### src/rtl/coal_pkg.sv
// Shared types for the line coalescing table.
// Assumes: nothing beyond IEEE 1800-2017.
package coal_pkg;
    typedef enum logic {
        ACC_READ  = 1'b0,
        ACC_WRITE = 1'b1
    } acc_e;
endpackage

### src/rtl/coal_first_one.sv
// Finds the lowest set bit of a request vector.
// Assumes: N >= 1; idx is don't-care when found is low (drives 0).
module coal_first_one #(
    parameter int N     = 4,
    parameter int IDX_W = (N > 1) ? $clog2(N) : 1
) (
    input  logic [N-1:0]     req,
    output logic             found,
    output logic [IDX_W-1:0] idx
);
    // scan from the top so the lowest set bit wins
    always_comb begin
        found = 1'b0;
        idx   = '0;
        for (int i = N - 1; i >= 0; i--) begin
            if (req[i]) begin
                found = 1'b1;
                idx   = IDX_W'(i);
            end
        end
    end
endmodule

### src/rtl/coal_line_merge.sv
// Picks the lowest pending lane as leader and marks every pending lane
// that lies in the same cache line as the leader.
// Assumes: addr is flat, lane l at [l*ADDR_W +: ADDR_W]; OFF < ADDR_W.
module coal_line_merge #(
    parameter int LANES  = 4,
    parameter int ADDR_W = 16,
    parameter int OFF    = 4,
    parameter int LINE_W = ADDR_W - OFF
) (
    input  logic [LANES*ADDR_W-1:0] addr,
    input  logic [LANES-1:0]        pend,
    output logic                    any,
    output logic [LINE_W-1:0]       line,
    output logic [LANES-1:0]        merge
);
    localparam int LIDX_W = (LANES > 1) ? $clog2(LANES) : 1;

    logic [LINE_W-1:0] lane_line [LANES];
    logic [LIDX_W-1:0] lead;

    // strip the byte offset of every lane
    always_comb begin
        for (int l = 0; l < LANES; l++) begin
            lane_line[l] = addr[l*ADDR_W+OFF +: LINE_W];
        end
    end

    coal_first_one #(.N(LANES), .IDX_W(LIDX_W)) u_lead (
        .req   (pend),
        .found (any),
        .idx   (lead)
    );

    // gather pending lanes that share the leader's line
    always_comb begin
        line = lane_line[lead];
        for (int l = 0; l < LANES; l++) begin
            merge[l] = pend[l] && (lane_line[l] == line);
        end
    end
endmodule

### src/rtl/coal_table.sv
// Coalescing table: merges same-line lanes of one instruction into an
// entry, keeps same-line entries in age order, issues head entries and
// retires them on line-addressed responses.
// Assumes: MAX_OUT <= DEPTH; the input holds its instruction stable until
// in_ready; responses only name lines that were issued (others ignored).
module coal_table
    import coal_pkg::*;
#(
    parameter int LANES      = 4,
    parameter int ADDR_W     = 16,
    parameter int LINE_BYTES = 16,
    parameter int DEPTH      = 4,
    parameter int MAX_OUT    = 4,
    parameter int SEQ_W      = 8,
    parameter int TIME_W     = 16,
    localparam int OFF       = $clog2(LINE_BYTES),
    localparam int LINE_W    = ADDR_W - OFF,
    localparam int CNT_W     = $clog2(MAX_OUT + 1)
) (
    input  logic                    clk,
    input  logic                    rst_n,
    input  logic                    in_valid,
    input  logic [SEQ_W-1:0]        in_seq,
    input  logic                    in_write,
    input  logic [LANES-1:0]        in_mask,
    input  logic [LANES*ADDR_W-1:0] in_addr,
    output logic                    in_ready,
    output logic                    mem_req_valid,
    input  logic                    mem_req_ready,
    output logic [LINE_W-1:0]       mem_req_line,
    output logic                    mem_req_write,
    input  logic                    mem_rsp_valid,
    input  logic [LINE_W-1:0]       mem_rsp_line,
    output logic                    cpl_valid,
    output logic [SEQ_W-1:0]        cpl_seq,
    output logic [LANES-1:0]        cpl_mask,
    output logic                    cpl_write,
    output logic [TIME_W-1:0]       cpl_latency,
    output logic [CNT_W-1:0]        outstanding
);
    localparam int IDX_W  = (DEPTH > 1) ? $clog2(DEPTH) : 1;
    localparam int WAIT_W = $clog2(DEPTH + 1);

    // entry storage
    logic [DEPTH-1:0]  ent_vld;
    logic [DEPTH-1:0]  ent_iss;
    logic [LINE_W-1:0] ent_line [DEPTH];
    logic [SEQ_W-1:0]  ent_seq  [DEPTH];
    acc_e              ent_kind [DEPTH];
    logic [LANES-1:0]  ent_mask [DEPTH];
    logic [WAIT_W-1:0] ent_wait [DEPTH];
    logic [TIME_W-1:0] ent_t0   [DEPTH];

    logic [TIME_W-1:0] now;
    logic [CNT_W-1:0]  cnt;
    logic [LANES-1:0]  taken;

    logic [LANES-1:0]  pend;
    logic              grp_any;
    logic [LINE_W-1:0] grp_line;
    logic [LANES-1:0]  grp_mask;
    logic              free_found;
    logic [IDX_W-1:0]  free_idx;
    logic              alloc;
    logic              last_grp;
    logic [DEPTH-1:0]  elig;
    logic              iss_found;
    logic [IDX_W-1:0]  iss_idx;
    logic              fire;
    logic [DEPTH-1:0]  hit;
    logic              retire;
    logic [IDX_W-1:0]  ret_idx;
    logic [WAIT_W-1:0] wait_new;

    // lanes of the current instruction not yet placed in an entry
    assign pend = in_valid ? (in_mask & ~taken) : '0;

    coal_line_merge #(
        .LANES(LANES), .ADDR_W(ADDR_W), .OFF(OFF), .LINE_W(LINE_W)
    ) u_merge (
        .addr  (in_addr),
        .pend  (pend),
        .any   (grp_any),
        .line  (grp_line),
        .merge (grp_mask)
    );

    coal_first_one #(.N(DEPTH), .IDX_W(IDX_W)) u_free (
        .req   (~ent_vld),
        .found (free_found),
        .idx   (free_idx)
    );

    // allocation gate: a group exists, room under the limit, a free slot
    assign alloc    = grp_any && (cnt < CNT_W'(MAX_OUT)) && free_found;
    assign last_grp = ((pend & ~grp_mask) == '0);
    assign in_ready = in_valid && ((pend == '0) || (alloc && last_grp));

    // head entries not yet sent are eligible for issue
    always_comb begin
        for (int i = 0; i < DEPTH; i++) begin
            elig[i] = ent_vld[i] && !ent_iss[i] && (ent_wait[i] == '0);
        end
    end

    coal_first_one #(.N(DEPTH), .IDX_W(IDX_W)) u_issue (
        .req   (elig),
        .found (iss_found),
        .idx   (iss_idx)
    );

    assign mem_req_valid = iss_found;
    assign mem_req_line  = ent_line[iss_idx];
    assign mem_req_write = (ent_kind[iss_idx] == ACC_WRITE);
    assign fire          = mem_req_valid && mem_req_ready;

    // a response matches only an issued head entry of its line
    always_comb begin
        for (int i = 0; i < DEPTH; i++) begin
            hit[i] = mem_rsp_valid && ent_vld[i] && ent_iss[i] &&
                     (ent_wait[i] == '0) && (ent_line[i] == mem_rsp_line);
        end
    end

    coal_first_one #(.N(DEPTH), .IDX_W(IDX_W)) u_ret (
        .req   (hit),
        .found (retire),
        .idx   (ret_idx)
    );

    // age position of a new entry: same-line entries that survive this edge
    always_comb begin
        wait_new = '0;
        for (int i = 0; i < DEPTH; i++) begin
            if (ent_vld[i] && (ent_line[i] == grp_line) &&
                !(retire && (ret_idx == IDX_W'(i)))) begin
                wait_new = wait_new + 1'b1;
            end
        end
    end

    // free-running cycle stamp
    always_ff @(posedge clk) begin
        if (!rst_n) now <= '0;
        else        now <= now + 1'b1;
    end

    // live entry counter
    always_ff @(posedge clk) begin
        if (!rst_n)                 cnt <= '0;
        else if (alloc && !retire)  cnt <= cnt + 1'b1;
        else if (!alloc && retire)  cnt <= cnt - 1'b1;
    end
    assign outstanding = cnt;

    // record lanes already placed for a partly absorbed instruction
    always_ff @(posedge clk) begin
        if (!rst_n || in_ready) taken <= '0;
        else if (alloc)         taken <= taken | grp_mask;
    end

    // entry state: allocate, issue, retire and age shift
    always_ff @(posedge clk) begin
        if (!rst_n) begin
            ent_vld <= '0;
            ent_iss <= '0;
            for (int i = 0; i < DEPTH; i++) begin
                ent_line[i] <= '0;
                ent_seq[i]  <= '0;
                ent_kind[i] <= ACC_READ;
                ent_mask[i] <= '0;
                ent_wait[i] <= '0;
                ent_t0[i]   <= '0;
            end
        end else begin
            for (int i = 0; i < DEPTH; i++) begin
                if (retire && (ret_idx == IDX_W'(i))) begin
                    ent_vld[i] <= 1'b0;
                    ent_iss[i] <= 1'b0;
                end else if (retire && ent_vld[i] && (ent_wait[i] != '0) &&
                             (ent_line[i] == ent_line[ret_idx])) begin
                    ent_wait[i] <= ent_wait[i] - 1'b1;
                end
                if (fire && (iss_idx == IDX_W'(i))) begin
                    ent_iss[i] <= 1'b1;
                    ent_t0[i]  <= now;
                end
                if (alloc && (free_idx == IDX_W'(i))) begin
                    ent_vld[i]  <= 1'b1;
                    ent_iss[i]  <= 1'b0;
                    ent_line[i] <= grp_line;
                    ent_seq[i]  <= in_seq;
                    ent_kind[i] <= acc_e'(in_write);
                    ent_mask[i] <= grp_mask;
                    ent_wait[i] <= wait_new;
                end
            end
        end
    end

    // completion report, one cycle after the retiring response
    always_ff @(posedge clk) begin
        if (!rst_n) begin
            cpl_valid   <= 1'b0;
            cpl_seq     <= '0;
            cpl_mask    <= '0;
            cpl_write   <= 1'b0;
            cpl_latency <= '0;
        end else begin
            cpl_valid   <= retire;
            cpl_seq     <= ent_seq[ret_idx];
            cpl_mask    <= ent_mask[ret_idx];
            cpl_write   <= (ent_kind[ret_idx] == ACC_WRITE);
            cpl_latency <= now - ent_t0[ret_idx];
        end
    end

    // ---------------- assertions ----------------
    assert_cnt_limit_R5: assert property (@(posedge clk) disable iff (!rst_n)
        cnt <= CNT_W'(MAX_OUT));

    assert_full_stalls_R5: assert property (@(posedge clk) disable iff (!rst_n)
        (in_valid && (pend != '0) && (cnt == CNT_W'(MAX_OUT))) |-> !in_ready);

    assert_cnt_tracks_R11: assert property (@(posedge clk) disable iff (!rst_n)
        $countones(ent_vld) == int'(cnt));

    assert_cpl_cause_R8: assert property (@(posedge clk) disable iff (!rst_n)
        cpl_valid |-> ($past(mem_rsp_valid) && (cpl_mask != '0)));

    assert_group_in_pend_R2: assert property (@(posedge clk) disable iff (!rst_n)
        alloc |-> (((grp_mask & ~pend) == '0) && (grp_mask != '0)));

    generate
        for (genvar a = 0; a < DEPTH; a++) begin : g_pa
            for (genvar b = a + 1; b < DEPTH; b++) begin : g_pb
                assert_unique_age_R6: assert property (@(posedge clk) disable iff (!rst_n)
                    (ent_vld[a] && ent_vld[b] && (ent_line[a] == ent_line[b]))
                        |-> (ent_wait[a] != ent_wait[b]));
            end
        end
    endgenerate
endmodule

### config.mk
export PLATFORM = sky130hd
export DESIGN_NAME = coal_table
export DESIGN_NICKNAME = d
export VERILOG_FILES = /design/src/rtl/coal_pkg.sv /design/src/rtl/coal_first_one.sv /design/src/rtl/coal_line_merge.sv /design/src/rtl/coal_table.sv
export SDC_FILE = /design/constraint.sdc
export NUM_CORES = 1
export LEC_CHECK = 0
export BUFFER_PORTS_ARGS = -buffer_cell sky130_fd_sc_hd__buf_2
export CORE_MARGIN = 5
export CORE_UTILIZATION = 45
export CTS_BUF_LIST = sky130_fd_sc_hd__clkbuf_8
export DETAILED_ROUTE_END_ITERATION = 8
export PLACE_DENSITY_LB_ADDON = 0.15
export SLEW_MARGIN = 40
export SYNTH_ARGS = -nofsm -noshare
export SYNTH_HDL_FRONTEND = slang
export SYNTH_HIERARCHICAL = 1
export SYNTH_SLANG_ARGS = --single-unit
### constraint.sdc
create_clock -name clk -period 6.75 [get_ports clk]
set_input_delay 1.35 -clock clk [delete_from_list [all_inputs] [get_ports clk]]
set_output_delay 1.35 -clock clk [all_outputs]
set_load 0.05 [all_outputs]
==> results by group <==
Logic synthesis
  – Synth top area share: 33.75%
  – Distinct cells, synth: 72
  – Register area share after synthesis: 42.07%
  – Synth warnings: 6
  – Primary FF master, synth: edfxtp_1
  – Syn Nets: 1,582
  – Synthesis-stage register bit count: 237
  – Area leader, netlist: edfxtp_1
  – Synth async-reset ratio: 0%
  – Largest cells by area after synthesis: edfxtp_1 34%, xnor2_1 9.0%, dfxtp_1 8.3%
  – Post-synthesis cell count: 1,458
  – EDFF count, synth: 173
  – Post-Syn Area: 15,390 um2
  – Syn avg cell area: 10.56 um2

Place
  – Gpl congestion: 0.9312
  – Post-DP HPWL: 31,380 um
  – Port-buffer cells: 125
  – Dpl ws: 0.3300 ns
  – Placed Area: 16,350 um2

Power
  – Total chip power: 5.097 mW
  – Pleak: 6.696 nW
  – Clock Power Share: 27.0%
  – Flop pwr share: 40.9%
  – Sw Share: 37.99%
  – Gate power share: 32.1%
  – NetSw: 1.936 mW
  – Worst vdd ir: 0.2892 mV
  – Internal: 3.160 mW
  – PwrDens: 294.9 nW/um2

Finish
  – Final instance area: 17,280 um2
  – Most frequent cells in the layout: 173 x edfxtp_1, 158 x xnor2_1, 144 x and2_1
  – Layout cells sized above 1: 19.54%
  – Final net count: 1,655
  – Most common cell after layout, fill and taps aside: edfxtp_1
  – Area growth, synth to finish: 12.27%

Run
  – Max-Cap Viols: 0

STA
  – Final period utilization: 94.65%
  – Slew Limit Headroom: 44.14%
  – Setup-failing EPs final: 0
  – Highest clock rate: 156.5 MHz
  – Clk_skew: 0.04439 ns
  – Tmin final: 6.389 ns
  – Tightest Pin Transition: 0.8333 ns
  – Final hold vios: 0
  – Max Slew Vio Count: 0
  – Final worst slack: 0.3612 ns
  – TNS Setup: 0 ns

Critical path
  – Worst path bufs/invs: 4
  – Largest stage delay, worst path: 0.50 ns
  – CP Capture Type: output pin
  – Critical path start-end classification: input port to output pin
  – WP data required: 5.40 ns
  – Path depth of the worst reg2reg path: 14
  – CP Max Fanout: 9
  – CP Data Arrival Time: 5.04 ns
  – Launch point of the worst reg-to-reg path: ent_line[1][2]
  – Reg-to-reg endpoint: ent_wait[1][0]
  – Crit-path cells: buf_2 -> nand2_1 -> or2_2 -> inv_1 -> inv_1 -> a21oi_4 -> mux2i_1 -> xor2_1 -> nand4_1 -> o41ai_1 -> and3_1 -> o22ai_1 -> a2111oi_1 -> buf_2
  – Worst path slowest cell: o41ai_1
  – CP Launch Type: input port
  – FF-to-FF setup slack: 1.38 ns
  – Worst path top cell family by delay: compound AO/OA/AOI/OAI gates

GRT
  – Initial antenna violation count: 2
  – Largest net degree at the start of global routing: 40
  – Gr ovfl total: 0
  – Busiest layer in global routing: met2
  – First-pass GRT wire length: 66,750 um
  – Met3 Use GR: 3.982%
  – Met2 usage: 37.63%
  – Vias in the first global route: 11,260
  – Total track usage: 22.45%
  – M1 GR Usage: 29.84%

Hold path
  – Hold wc startpoint: taken[3]
  – Hold path cells: 2
  – Worst Hold Path EP: taken[3]
  – Min-Delay Path Class: flop to flop

Floorplan
  – Site Rows: 67
  – Starting Density: 45.79%
  – # IOs: 142
  – Core Area: 33,620 um2
  – Die span in x: 195.0 um
  – Die span in y: 195.0 um
  – Die area: 38,010 um2

Clock tree
  – CTS HTree Levels: 2
  – TritonCTS Buffers: 43
  – CTS root buffer: clkbuf_8
  – Worst-skew pair later-pin latency: 0.61 ns
  – TritonCTS clock tree: done
  – CTS sink cnt: 237
  – Clock-pin slew on the worst setup and hold paths: 0.05 ns
  – Post_cts resized: 0
  – Clk buf depth: 3

Route
  – DRT iter0 DRCs: 725
  – Vias: 11,230
  – Router iterations before antenna repair: 5
  – DR DRC count: 0
  – DRT Wirelength: 43,580 um
  – Vias per std cell: 5.571
  – Detail Route Antenna Nets: 0
  – DR WL/cell: 21.63 um

Run status
  – Status: completed
-- cells by family (layout without fill, tap and decap cells) --
logic type,after synthesis,after routing,synth area share (%)
flops,237,237,42.07
buf+inv,192,300,5.023
fa+ha+maj,30,30,2.536
compound gates,143,143,6.299
simple gates,472,472,17.24
mux,99,99,10.62
xor+xnor,285,285,16.22
other cells,0,1,0
-- worst reg2reg max path, delay by kind of cell (launching register included) --
| kind | cells | cell delay, ns |
|---|---|---|
| AO/OA/AOI/OAI | 2 | 0.62 |
| XOR/XNOR | 2 | 0.42 |
| multiplexers | 1 | 0.36 |
| buffers and inverters | 3 | 0.98 |
| AND/OR/NAND/NOR | 6 | 2.11 |
| flip-flops | 1 | 0.59 |
-- state kept, by name, summed over array words and instances, names as in the netlist --
name,count
ent_t0,64
ent_line,48
ent_seq,32
cpl_latency,16
ent_mask,16
now,16
ent_wait,12
cpl_seq,8
cpl_mask,4
ent_iss,4
ent_kind,4
ent_vld,4
taken,4
outstanding,3
cpl_valid,1
cpl_write,1
-- stage by stage --
step | std cells | utilization [%] | hold slack, ns
2_1_floorplan | 1458 | - | 0.4280
3_3_place_gp | 1929 | 48.59 | 0.4423
3_5_place_dp | 1929 | 48.63 | 0.4586
4_1_cts | 2009 | 51.22 | 0.4699
5_1_grt | 2015 | 51.41 | 0.5002
6_report | 2015 | 51.41 | 0.4668
-- power groups by stage --
stage	clock (mW)	sequential, mW	combinational [mW]
after CTS	1.40	2.08	1.62
final	1.37	2.09	1.64
after global routing	1.47	2.11	1.76
after global placement	0	2.11	1.60
after floorplan	0	2.02	1.21
after detailed placement	0	2.11	1.61
-- cell type report --
cell class              count  area (um2)
multi-input cells        1029        8229
diodes                      1       2.502
inverters                  62       232.7
clock inverters            32       210.2
fillers                  3057       16330
well taps                 448       560.5
repair buffers            158       910.9
flip-flops and latches    237        6476
clock buffers              48       660.6
-- how the worst max path moves through the flow --
stage	from	end	slack (ns)	cells past startpoint
after CTS	in_valid	in_ready	0.30	15
after global routing	in_valid	in_ready	-0.01	15
after floorplan	in_mask[1]	in_ready	0.27	14
after global placement	in_valid	in_ready	0.36	15
final	in_valid	in_ready	0.36	14
after detailed placement	in_valid	in_ready	0.33	15
-- routing by layer --
metal	part of all wire, %	wire length, um
met4	2.9	1250
met5	0.044	19
met2	48	21040
met3	6.3	2742
met1	43	18530
-- repair_timing --
item	CTS	global route
endpoints found under the setup margin	0	1
setup buffers	0	5
hold buffers	0	0
-- cell usage after synthesis, drive strengths merged (3+ instances only) --
cell	count
o2111ai	7
mux2i	47
a2111oi	3
nand4	33
a31oi	5
or4	5
o41ai	4
a21oi	35
edfxtp	173
ha	28
and2	144
nor4	26
nand4b	3
or3	8
o211ai	6
mux4	51
nor2b	11
nor3	30
a21o	5
and3	39
inv	60
nand3	28
xor2	127
buf	29
o22ai	12
clkbuf	101
dfxtp	64
nand2b	20
o31ai	8
a211oi	6
nand2	47
nor2	66
xnor2	158
o21ai	27
or2	7
Power figures use the tool's default switching activity.
